`src/rtl/cct_pkg.sv`:
```
package cct_pkg;
  localparam int unsigned AW = 4;
  localparam logic [AW-1:0] A_CTRL  = 4'd0;
  localparam logic [AW-1:0] A_EDGE  = 4'd1;
  localparam logic [AW-1:0] A_CMP0  = 4'd2;
  localparam logic [AW-1:0] A_SETM  = 4'd5;
  localparam logic [AW-1:0] A_CLRM  = 4'd6;
  localparam logic [AW-1:0] A_OUTEN = 4'd7;
  localparam logic [AW-1:0] A_FLAGS = 4'd8;
  localparam logic [AW-1:0] A_TIMER = 4'd9;
  localparam logic [AW-1:0] A_CAP0  = 4'd10;
endpackage

```
`src/rtl/cct_sync_edge.sv`:
```
module cct_sync_edge #(
  parameter int unsigned W = 1
) (
  input  logic         clk_i,
  input  logic         rst_ni,
  input  logic [W-1:0] d_i,
  output logic [W-1:0] rise_o,
  output logic [W-1:0] fall_o
);
  logic [W-1:0] s1_q, s2_q, s3_q;

  always_ff @(posedge clk_i or negedge rst_ni) begin
    if (!rst_ni) begin
      s1_q <= '0;
      s2_q <= '0;
      s3_q <= '0;
    end else begin
      s1_q <= d_i;
      s2_q <= s1_q;
      s3_q <= s2_q;
    end
  end

  assign rise_o = s2_q & ~s3_q;
  assign fall_o = ~s2_q & s3_q;
endmodule

```
`src/rtl/cct_capture.sv`:
```
module cct_capture #(
  parameter int unsigned TW = 16
) (
  input  logic          clk_i,
  input  logic          rst_ni,
  input  logic [1:0]    edge_sel_i,
  input  logic          rise_i,
  input  logic          fall_i,
  input  logic [TW-1:0] timer_i,
  output logic [TW-1:0] cap_o,
  output logic          hit_o
);
  assign hit_o = (edge_sel_i[0] & rise_i) | (edge_sel_i[1] & fall_i);

  always_ff @(posedge clk_i or negedge rst_ni) begin
    if (!rst_ni)    cap_o <= '0;
    else if (hit_o) cap_o <= timer_i;
  end

  assert_capture_R4: assert property (@(posedge clk_i) disable iff (!rst_ni)
    hit_o |=> cap_o == $past(timer_i));
  assert_capture_hold_R4: assert property (@(posedge clk_i) disable iff (!rst_ni)
    !hit_o |=> $stable(cap_o));
endmodule

```
`src/rtl/cct_match_out.sv`:
```
module cct_match_out #(
  parameter int unsigned TW   = 16,
  parameter int unsigned NCMP = 3,
  parameter int unsigned NSR  = 6,
  localparam int unsigned NOUT = NSR + 2
) (
  input  logic                      clk_i,
  input  logic                      rst_ni,
  input  logic [NCMP-1:0][TW-1:0]   cmp_i,
  input  logic                      inc_i,
  input  logic [TW-1:0]             nxt_i,
  input  logic [NSR-1:0]            set_msk_i,
  input  logic [NSR-1:0]            clr_msk_i,
  input  logic [NSR-1:0]            en_i,
  output logic [NCMP-1:0]           match_o,
  output logic [NOUT-1:0]           out_o
);
  for (genvar k = 0; k < NCMP; k++) begin : g_cmp
    assign match_o[k] = inc_i & (nxt_i == cmp_i[k]);
  end

  logic [NSR-1:0] set_v, clr_v;
  assign set_v = match_o[0] ? (set_msk_i & en_i) : '0;
  assign clr_v = match_o[1] ? (clr_msk_i & en_i) : '0;

  always_ff @(posedge clk_i or negedge rst_ni) begin
    if (!rst_ni) out_o <= '0;
    else begin
      out_o[NSR-1:0] <= (out_o[NSR-1:0] | set_v) & ~clr_v;  // clear wins
      if (match_o[1])      out_o[NSR]   <= ~out_o[NSR];
      if (match_o[NCMP-1]) out_o[NSR+1] <= ~out_o[NSR+1];
    end
  end

  assert_set_R5: assert property (@(posedge clk_i) disable iff (!rst_ni)
    match_o[0] && !match_o[1] |=> (out_o[NSR-1:0] & $past(set_msk_i & en_i)) == $past(set_msk_i & en_i));
  assert_clear_R6: assert property (@(posedge clk_i) disable iff (!rst_ni)
    match_o[1] |=> (out_o[NSR-1:0] & $past(clr_msk_i & en_i)) == '0);
  assert_disabled_hold_R5: assert property (@(posedge clk_i) disable iff (!rst_ni)
    1'b1 |=> (out_o[NSR-1:0] & ~$past(en_i)) == ($past(out_o[NSR-1:0]) & ~$past(en_i)));
  assert_toggle_R7: assert property (@(posedge clk_i) disable iff (!rst_ni)
    match_o[NCMP-1] |=> out_o[NSR+1] != $past(out_o[NSR+1]));
endmodule

```
`src/rtl/cct_timer.sv`:
```
module cct_timer
  import cct_pkg::*;
#(
  parameter int unsigned TW   = 16,
  parameter int unsigned NCAP = 4,
  parameter int unsigned NCMP = 3,
  parameter int unsigned NSR  = 6,
  localparam int unsigned NOUT = NSR + 2,
  localparam int unsigned NFLG = NCAP + NCMP
) (
  input  logic            clk_i,
  input  logic            rst_ni,
  input  logic            wr_en_i,
  input  logic [AW-1:0]   addr_i,
  input  logic [TW-1:0]   wdata_i,
  output logic [TW-1:0]   rdata_o,
  input  logic            ev_i,
  input  logic            trst_i,
  input  logic [NCAP-1:0] cap_i,
  output logic [NOUT-1:0] out_o,
  output logic [NFLG-1:0] irq_o
);
  logic                    ext_sel_q;
  logic [2*NCAP-1:0]       edge_q;
  logic [NCMP-1:0][TW-1:0] cmp_q;
  logic [NSR-1:0]          setm_q, clrm_q, en_q;
  logic [NFLG-1:0]         flags_q, flg_clr;
  logic [TW-1:0]           timer_q, timer_nxt, timer_inc;
  logic [NCAP-1:0][TW-1:0] cap_v;
  logic [NCAP-1:0]         cap_hit;
  logic [NCMP-1:0]         match;
  logic                    tick, inc;

  logic [NCAP+1:0] rise, fall;
  cct_sync_edge #(.W(NCAP+2)) u_sync (
    .clk_i, .rst_ni,
    .d_i   ({trst_i, ev_i, cap_i}),
    .rise_o(rise),
    .fall_o(fall)
  );
  wire ev_rise = rise[NCAP];
  wire rt_rise = rise[NCAP+1];

  // Registers
  always_ff @(posedge clk_i or negedge rst_ni) begin
    if (!rst_ni) begin
      ext_sel_q <= 1'b0;
      edge_q    <= '0;
      cmp_q     <= '0;
      setm_q    <= '0;
      clrm_q    <= '0;
      en_q      <= '0;
    end else if (wr_en_i) begin
      if (addr_i == A_CTRL)  ext_sel_q <= wdata_i[0];
      if (addr_i == A_EDGE)  edge_q    <= wdata_i[2*NCAP-1:0];
      if (addr_i == A_SETM)  setm_q    <= wdata_i[NSR-1:0];
      if (addr_i == A_CLRM)  clrm_q    <= wdata_i[NSR-1:0];
      if (addr_i == A_OUTEN) en_q      <= wdata_i[NSR-1:0];
      for (int k = 0; k < NCMP; k++)
        if (addr_i == A_CMP0 + AW'(k)) cmp_q[k] <= wdata_i;
    end
  end

  // Timer
  assign tick      = ext_sel_q ? ev_rise : 1'b1;
  assign inc       = tick & ~rt_rise;
  assign timer_inc = timer_q + 1'b1;
  assign timer_nxt = rt_rise ? '0 : (tick ? timer_inc : timer_q);

  always_ff @(posedge clk_i or negedge rst_ni) begin
    if (!rst_ni) timer_q <= '0;
    else         timer_q <= timer_nxt;
  end

  // Capture channels
  for (genvar i = 0; i < NCAP; i++) begin : g_cap
    cct_capture #(.TW(TW)) u_cap (
      .clk_i, .rst_ni,
      .edge_sel_i(edge_q[2*i +: 2]),
      .rise_i    (rise[i]),
      .fall_i    (fall[i]),
      .timer_i   (timer_q),
      .cap_o     (cap_v[i]),
      .hit_o     (cap_hit[i])
    );
  end

  cct_match_out #(.TW(TW), .NCMP(NCMP), .NSR(NSR)) u_out (
    .clk_i, .rst_ni,
    .cmp_i    (cmp_q),
    .inc_i    (inc),
    .nxt_i    (timer_inc),
    .set_msk_i(setm_q),
    .clr_msk_i(clrm_q),
    .en_i     (en_q),
    .match_o  (match),
    .out_o
  );

  // Sticky flags, write one to clear; a new event wins over the clear
  assign flg_clr = (wr_en_i && addr_i == A_FLAGS) ? wdata_i[NFLG-1:0] : '0;
  always_ff @(posedge clk_i or negedge rst_ni) begin
    if (!rst_ni) flags_q <= '0;
    else         flags_q <= (flags_q & ~flg_clr) | {match, cap_hit};
  end
  assign irq_o = flags_q;

  always_comb begin
    rdata_o = '0;
    case (addr_i)
      A_CTRL:  rdata_o[0]          = ext_sel_q;
      A_EDGE:  rdata_o[2*NCAP-1:0] = edge_q;
      A_SETM:  rdata_o[NSR-1:0]    = setm_q;
      A_CLRM:  rdata_o[NSR-1:0]    = clrm_q;
      A_OUTEN: rdata_o[NSR-1:0]    = en_q;
      A_FLAGS: rdata_o[NFLG-1:0]   = flags_q;
      A_TIMER: rdata_o             = timer_q;
      default: begin
        for (int k = 0; k < NCMP; k++)
          if (addr_i == A_CMP0 + AW'(k)) rdata_o = cmp_q[k];
        for (int i = 0; i < NCAP; i++)
          if (addr_i == A_CAP0 + AW'(i)) rdata_o = cap_v[i];
      end
    endcase
  end

  assert_clear_on_trst_R3: assert property (@(posedge clk_i) disable iff (!rst_ni)
    rt_rise |=> timer_q == '0);
  assert_hold_no_event_R2: assert property (@(posedge clk_i) disable iff (!rst_ni)
    ext_sel_q && !ev_rise && !rt_rise |=> $stable(timer_q));
  assert_count_R1: assert property (@(posedge clk_i) disable iff (!rst_ni)
    !ext_sel_q && !rt_rise |=> timer_q == $past(timer_q) + 1'b1);
  assert_flag_sticky_R8: assert property (@(posedge clk_i) disable iff (!rst_ni)
    (flags_q & ~flg_clr) != '0 |=> (flags_q & $past(flags_q & ~flg_clr)) == $past(flags_q & ~flg_clr));
endmodule

```
`config.mk`:
```
export PLATFORM = sky130hd
export DESIGN_NAME = cct_timer
export DESIGN_NICKNAME = d
export VERILOG_FILES = /design/src/rtl/cct_pkg.sv /design/src/rtl/cct_sync_edge.sv /design/src/rtl/cct_capture.sv /design/src/rtl/cct_match_out.sv /design/src/rtl/cct_timer.sv
export SDC_FILE = /design/constraint.sdc
export NUM_CORES = 1
export LEC_CHECK = 0
export BUFFER_PORTS_ARGS = -buffer_cell sky130_fd_sc_hd__buf_4
export CAP_MARGIN = 20
export CORE_MARGIN = 8
export CORE_UTILIZATION = 35
export CTS_CLUSTER_DIAMETER = 60
export DETAILED_ROUTE_END_ITERATION = 7
export REMOVE_ABC_BUFFERS = 1
export SLEW_MARGIN = 20
export SYNTH_ARGS = -nofsm -noshare
export SYNTH_HDL_FRONTEND = slang
export SYNTH_SLANG_ARGS = --single-unit
```
`constraint.sdc`:
```
create_clock -name clk_i -period 4.8 [get_ports clk_i]
set_input_delay 0.96 -clock clk_i [delete_from_list [all_inputs] [get_ports clk_i]]
set_output_delay 0.96 -clock clk_i [all_outputs]
set_load 0.02 [all_outputs]
```
==> impl_summary.md <==
Run status
The run finished with clean final reports.

Power and ir drop
The worst supply voltage drop on vdd is 0.252 mV. The overall power consumption is 4510 µW. Of the total power, the clock network draws 0.309. The internal power component is 3100 µW.

The leakage component of the power is 0.00471 µW. Of the total power, the share spent switching nets is 0.312. Dividing total power by cell area gives a power density of 414 nW/µm². The total net switching power is 1400 µW. The share of total power dissipated in combinational logic is 0.214.

The sequential group share of total power is 0.478.

Die
In this run the horizontal extent of the chip is 181 µm. After floorplanning, the core was divided into 60 placement rows. The total core area is 26800 µm². The initial utilization of the core area, before any placement, comes to 0.354.

From bottom edge to top edge, the die measures 181 µm. The die covers 32700 µm². 60 I/O pins were placed.

CTS
Counting along the longest clock path gives a buffer depth of 2. CTS placed an instance of clkbuf_16 at the clock tree root. The clock net sink count is 188. TritonCTS created 17 clock buffers. Buffers added to address setup during post-CTS repair amount to 0. The clock latency of the later-clocked register in the worst-skew pair is 430 ps.

The post-cts hold buffer count is 0. The post-cts sizing count is 0. The clock tree synthesis step divided the H-tree into 4 levels. TritonCTS built the clock tree.

After clock tree synthesis, the clock-pin slew on the worst setup and hold paths is 70 ps.

Final layout
The number of antenna cells inserted is 0. In the final design database the tool counted 890 nets. At the end of the flow the core is filled with cells to 0.406. The relative area change from synthesis to final layout is 14.7%.

The share of cells above drive strength 1 is 0.305.

Timing
For the pin with the worst max-slew slack, the measured transition is 1030 ps. Setup repair after global routing left no endpoint under its margin. The setup TNS is 0 ps. The headroom to the max-slew limit is 0.314. The setup-violating endpoint count in the final report is 0. The post-route fraction of the period consumed by the critical path is 0.818. The shortest clock period the worst path allows after layout is 3930 ps. The upper clock frequency limit is 255 MHz.

The number of pins with negative max-slew slack in the final report is 0. The worst clock skew on the final layout is 9.45 ps. The number of hold-slack violations in the final timing report is 0.

GRT
The first-pass GRT wire length is 42.6 mm. The global router's overall resource usage is 0.166. The initial antenna violation count came to 0. The total congestion overflow is 0. The via count of the first global-routing pass came to 7111. The maximum number of pins on one net before global-route repair is 74.

Yosys
The cell area after technology mapping is 9490 µm². The proportion of synthesized chip area in sequential cells is 0.496. Synthesis instantiated 74 different standard cells from the library. Synthesis produced a netlist whose cell count is 818. The synthesis-stage register bit count is 188. In this run, synthesis inferred 0 flip-flops with an integrated enable. The cell taking the most area after synthesis is dfrtp_1. Of the post-synthesis cell area, the dominant cell type holds 0.496. By area the synthesized netlist is led by dfrtp_1, mux2_2, xnor2_1. The dominant synthesized flop cell is dfrtp_1.

Counting flops with an async set or reset pin after synthesis yields a share of 1.00. For this run, the number of Yosys warnings is 0. A synthesized cell averages 11.6 µm².

Critical path
The capturing element type of the critical path is an output pin. Along the worst path, the maximum fanout reaches 21. The category of the critical setup timing path is primary input to output pin. The data arrival time of the worst path is 2970 ps. Counting stages on the worst path, the most repeated cell is buf_4.

The slowest stage of the critical path is the nor3_2 cell. STA classifies the critical path startpoint as a primary input. Walking the worst path, the cells encountered are buf_4, inv_2, nand2_1, nor3_2, buf_4, a221oi_1, a41oi_1, buf_4.

The critical path data required time is 3840 ps. The delay of the slowest cell on the worst path is 520 ps.

Routing
Wires add up to 26.7 mm. The final routed DRC violation total is 0. The first-iteration detailed-routing DRC count is 496. After detailed routing, the number of vias per cell comes to 5.70. Dividing the detail-routed wire length by the instance count gives 22.0 µm. Once detail routing completed, the nets flagged for antenna violations numbered 0. The first detailed-routing pass ran for 5 iterations. The total number of vias is 6914.

Placed design
Buffers placed on the I/O ports in this run total 59. The final weighted congestion of routability-driven global placement is 0.875. The estimated wirelength of the detail-placed design is 18.3 mm.

Min path
The tightest min-delay check is of the register to register type.

Flow run
Max-cap violations in this run came to 0.
## registers in the layout, indices dropped and copies added (netlist names), 7 cells and up
| register | flops |
|---|---|
| irq_o | 7 |
| cmp_q | 48 |
| timer_q | 16 |
| u_out.out_o | 8 |
| g_cap.u_cap.cap_o | 64 |
| edge_q | 8 |
## power groups by stage
stage                     logic, µW  registers (µW)  clock network (µW)
after floorplan                 641            2080                   0
after global placement          952            2180                   0
after detailed placement        966            2180                   0
after CTS                       971            2150                1420
after global routing           1050            2190                1490
final                           962            2150                1390
## kinds of logic after synthesis
group,share of synthesized area
AND/OR/NAND/NOR,0.104
adder cells (fa/ha/maj),0.00132
flip-flops,0.496
AO/OA/AOI/OAI,0.130
multiplexers,0.175
buffers and inverters,0.0266
XOR/XNOR,0.0684
## metrics by stage
| step | hold WS (ps) | cells | setup slack, ps | cell area, µm² |
|---|---|---|---|---|
| 3_3_place_gp | 332 | 1182 | 925 | 10300 |
| 5_1_grt | 356 | 1213 | 765 | 10900 |
| 3_5_place_dp | 336 | 1182 | 883 | 10300 |
| 6_report | 350 | 1213 | 873 | 10900 |
| 4_1_cts | 352 | 1213 | 883 | 10900 |
| 2_1_floorplan | 331 | 766 | 973 | 9270 |
## worst max-delay path, delay by kind of cell
kind | cells | cell delay (ps)
buffers and inverters | 4 | 930
AND/OR/NAND/NOR | 2 | 640
AO/OA/AOI/OAI | 2 | 430
## layout make-up
| cell class | count | area, µm² |
|---|---|---|
| fillers | 2480 | 15900 |
| clock inverters | 13 | 141 |
| inverters | 8 | 30.0 |
| multi-input cells | 570 | 4570 |
| clock buffers | 18 | 429 |
| well taps | 341 | 427 |
| flip-flops and latches | 188 | 4700 |
| repair buffers | 75 | 582 |
## cells in the final DEF, fill, tap and decap left out, types with 3 or more instances in the layout
| cell type | Yosys | routed |
|---|---|---|
| a22o_1 | 19 | 19 |
| nand2_1 | 53 | 53 |
| a222oi_1 | 4 | 4 |
| xor2_1 | 23 | 23 |
| nor2b_1 | 5 | 5 |
| a22oi_1 | 22 | 22 |
| nor3_2 | 1 | 5 |
| a32o_1 | 3 | 3 |
| o21ai_0 | 15 | 15 |
| buf_4 | 2 | 73 |
| or3_1 | 5 | 5 |
| o21ai_2 | 0 | 3 |
| a221oi_1 | 16 | 16 |
| xnor2_1 | 46 | 46 |
| a21o_1 | 8 | 8 |
| clkbuf_16 | 0 | 17 |
| inv_6 | 0 | 3 |
| nor4_1 | 3 | 3 |
| dfrtp_1 | 188 | 188 |
| and3_1 | 3 | 3 |
| and4_1 | 3 | 3 |
| a211oi_1 | 5 | 5 |
| clkinv_2 | 0 | 4 |
| inv_1 | 7 | 7 |
| a21oi_1 | 24 | 24 |
| mux2i_1 | 5 | 5 |
| nand3b_1 | 4 | 4 |
| a31oi_1 | 20 | 20 |
| nand4_1 | 11 | 11 |
| mux2_2 | 140 | 140 |
| o311ai_0 | 3 | 3 |
| nor3_1 | 14 | 10 |
| nor2_1 | 38 | 38 |
| nand3_1 | 17 | 17 |
| nand2b_1 | 11 | 11 |
## synthesized netlist by cell type, drive strengths merged, types with 2 or more instances
cell type / instances
xor2: 23
o21ai: 18
or3: 5
nor4: 6
a31oi: 20
o311ai: 3
nand4: 12
mux2i: 5
inv: 8
a222oi: 4
o221ai: 2
a32o: 3
nand3: 18
a211oi: 5
nor2b: 5
a311o: 2
o32ai: 2
a22o: 19
dfrtp: 188
nand2: 54
a22oi: 22
xnor3: 2
a21oi: 24
a2111oi: 3
xnor2: 46
and3: 3
nor3: 16
or2: 2
mux2: 141
nand3b: 4
nor2: 38
clkbuf: 37
o2111ai: 2
a221oi: 16
a21o: 8
nand2b: 11
and4: 3
a21boi: 2
buf: 15
a221o: 2
## final timing paths
path                       depth (start not counted)      startpoint                        to  slack (ps)
max                                                8       addr_i[0]                rdata_o[4]         870
min                                                0  u_sync.s1_q[0]            u_sync.s2_q[0]         350
max reg2reg                                        8      timer_q[0]            u_out.out_o[1]        1300
min reg2reg                                        0  u_sync.s1_q[0]            u_sync.s2_q[0]         350
max in group asynchronous                          2          rst_ni            u_out.out_o[6]        3240
min in group asynchronous                          1          rst_ni  g_cap[0].u_cap.cap_o[10]         530
## layer usage
metal | track usage | up-vias | routed length (µm)
met5 | 0 | - | 0
met4 | 0.0602 | 0 | 648
met3 | 0.0295 | 42 | 1370
met2 | 0.264 | 219 | 12600
met1 | 0.223 | 3538 | 12100
li1 | - | 3115 | -
No activity file was read; power rests on OpenSTA's default activity.
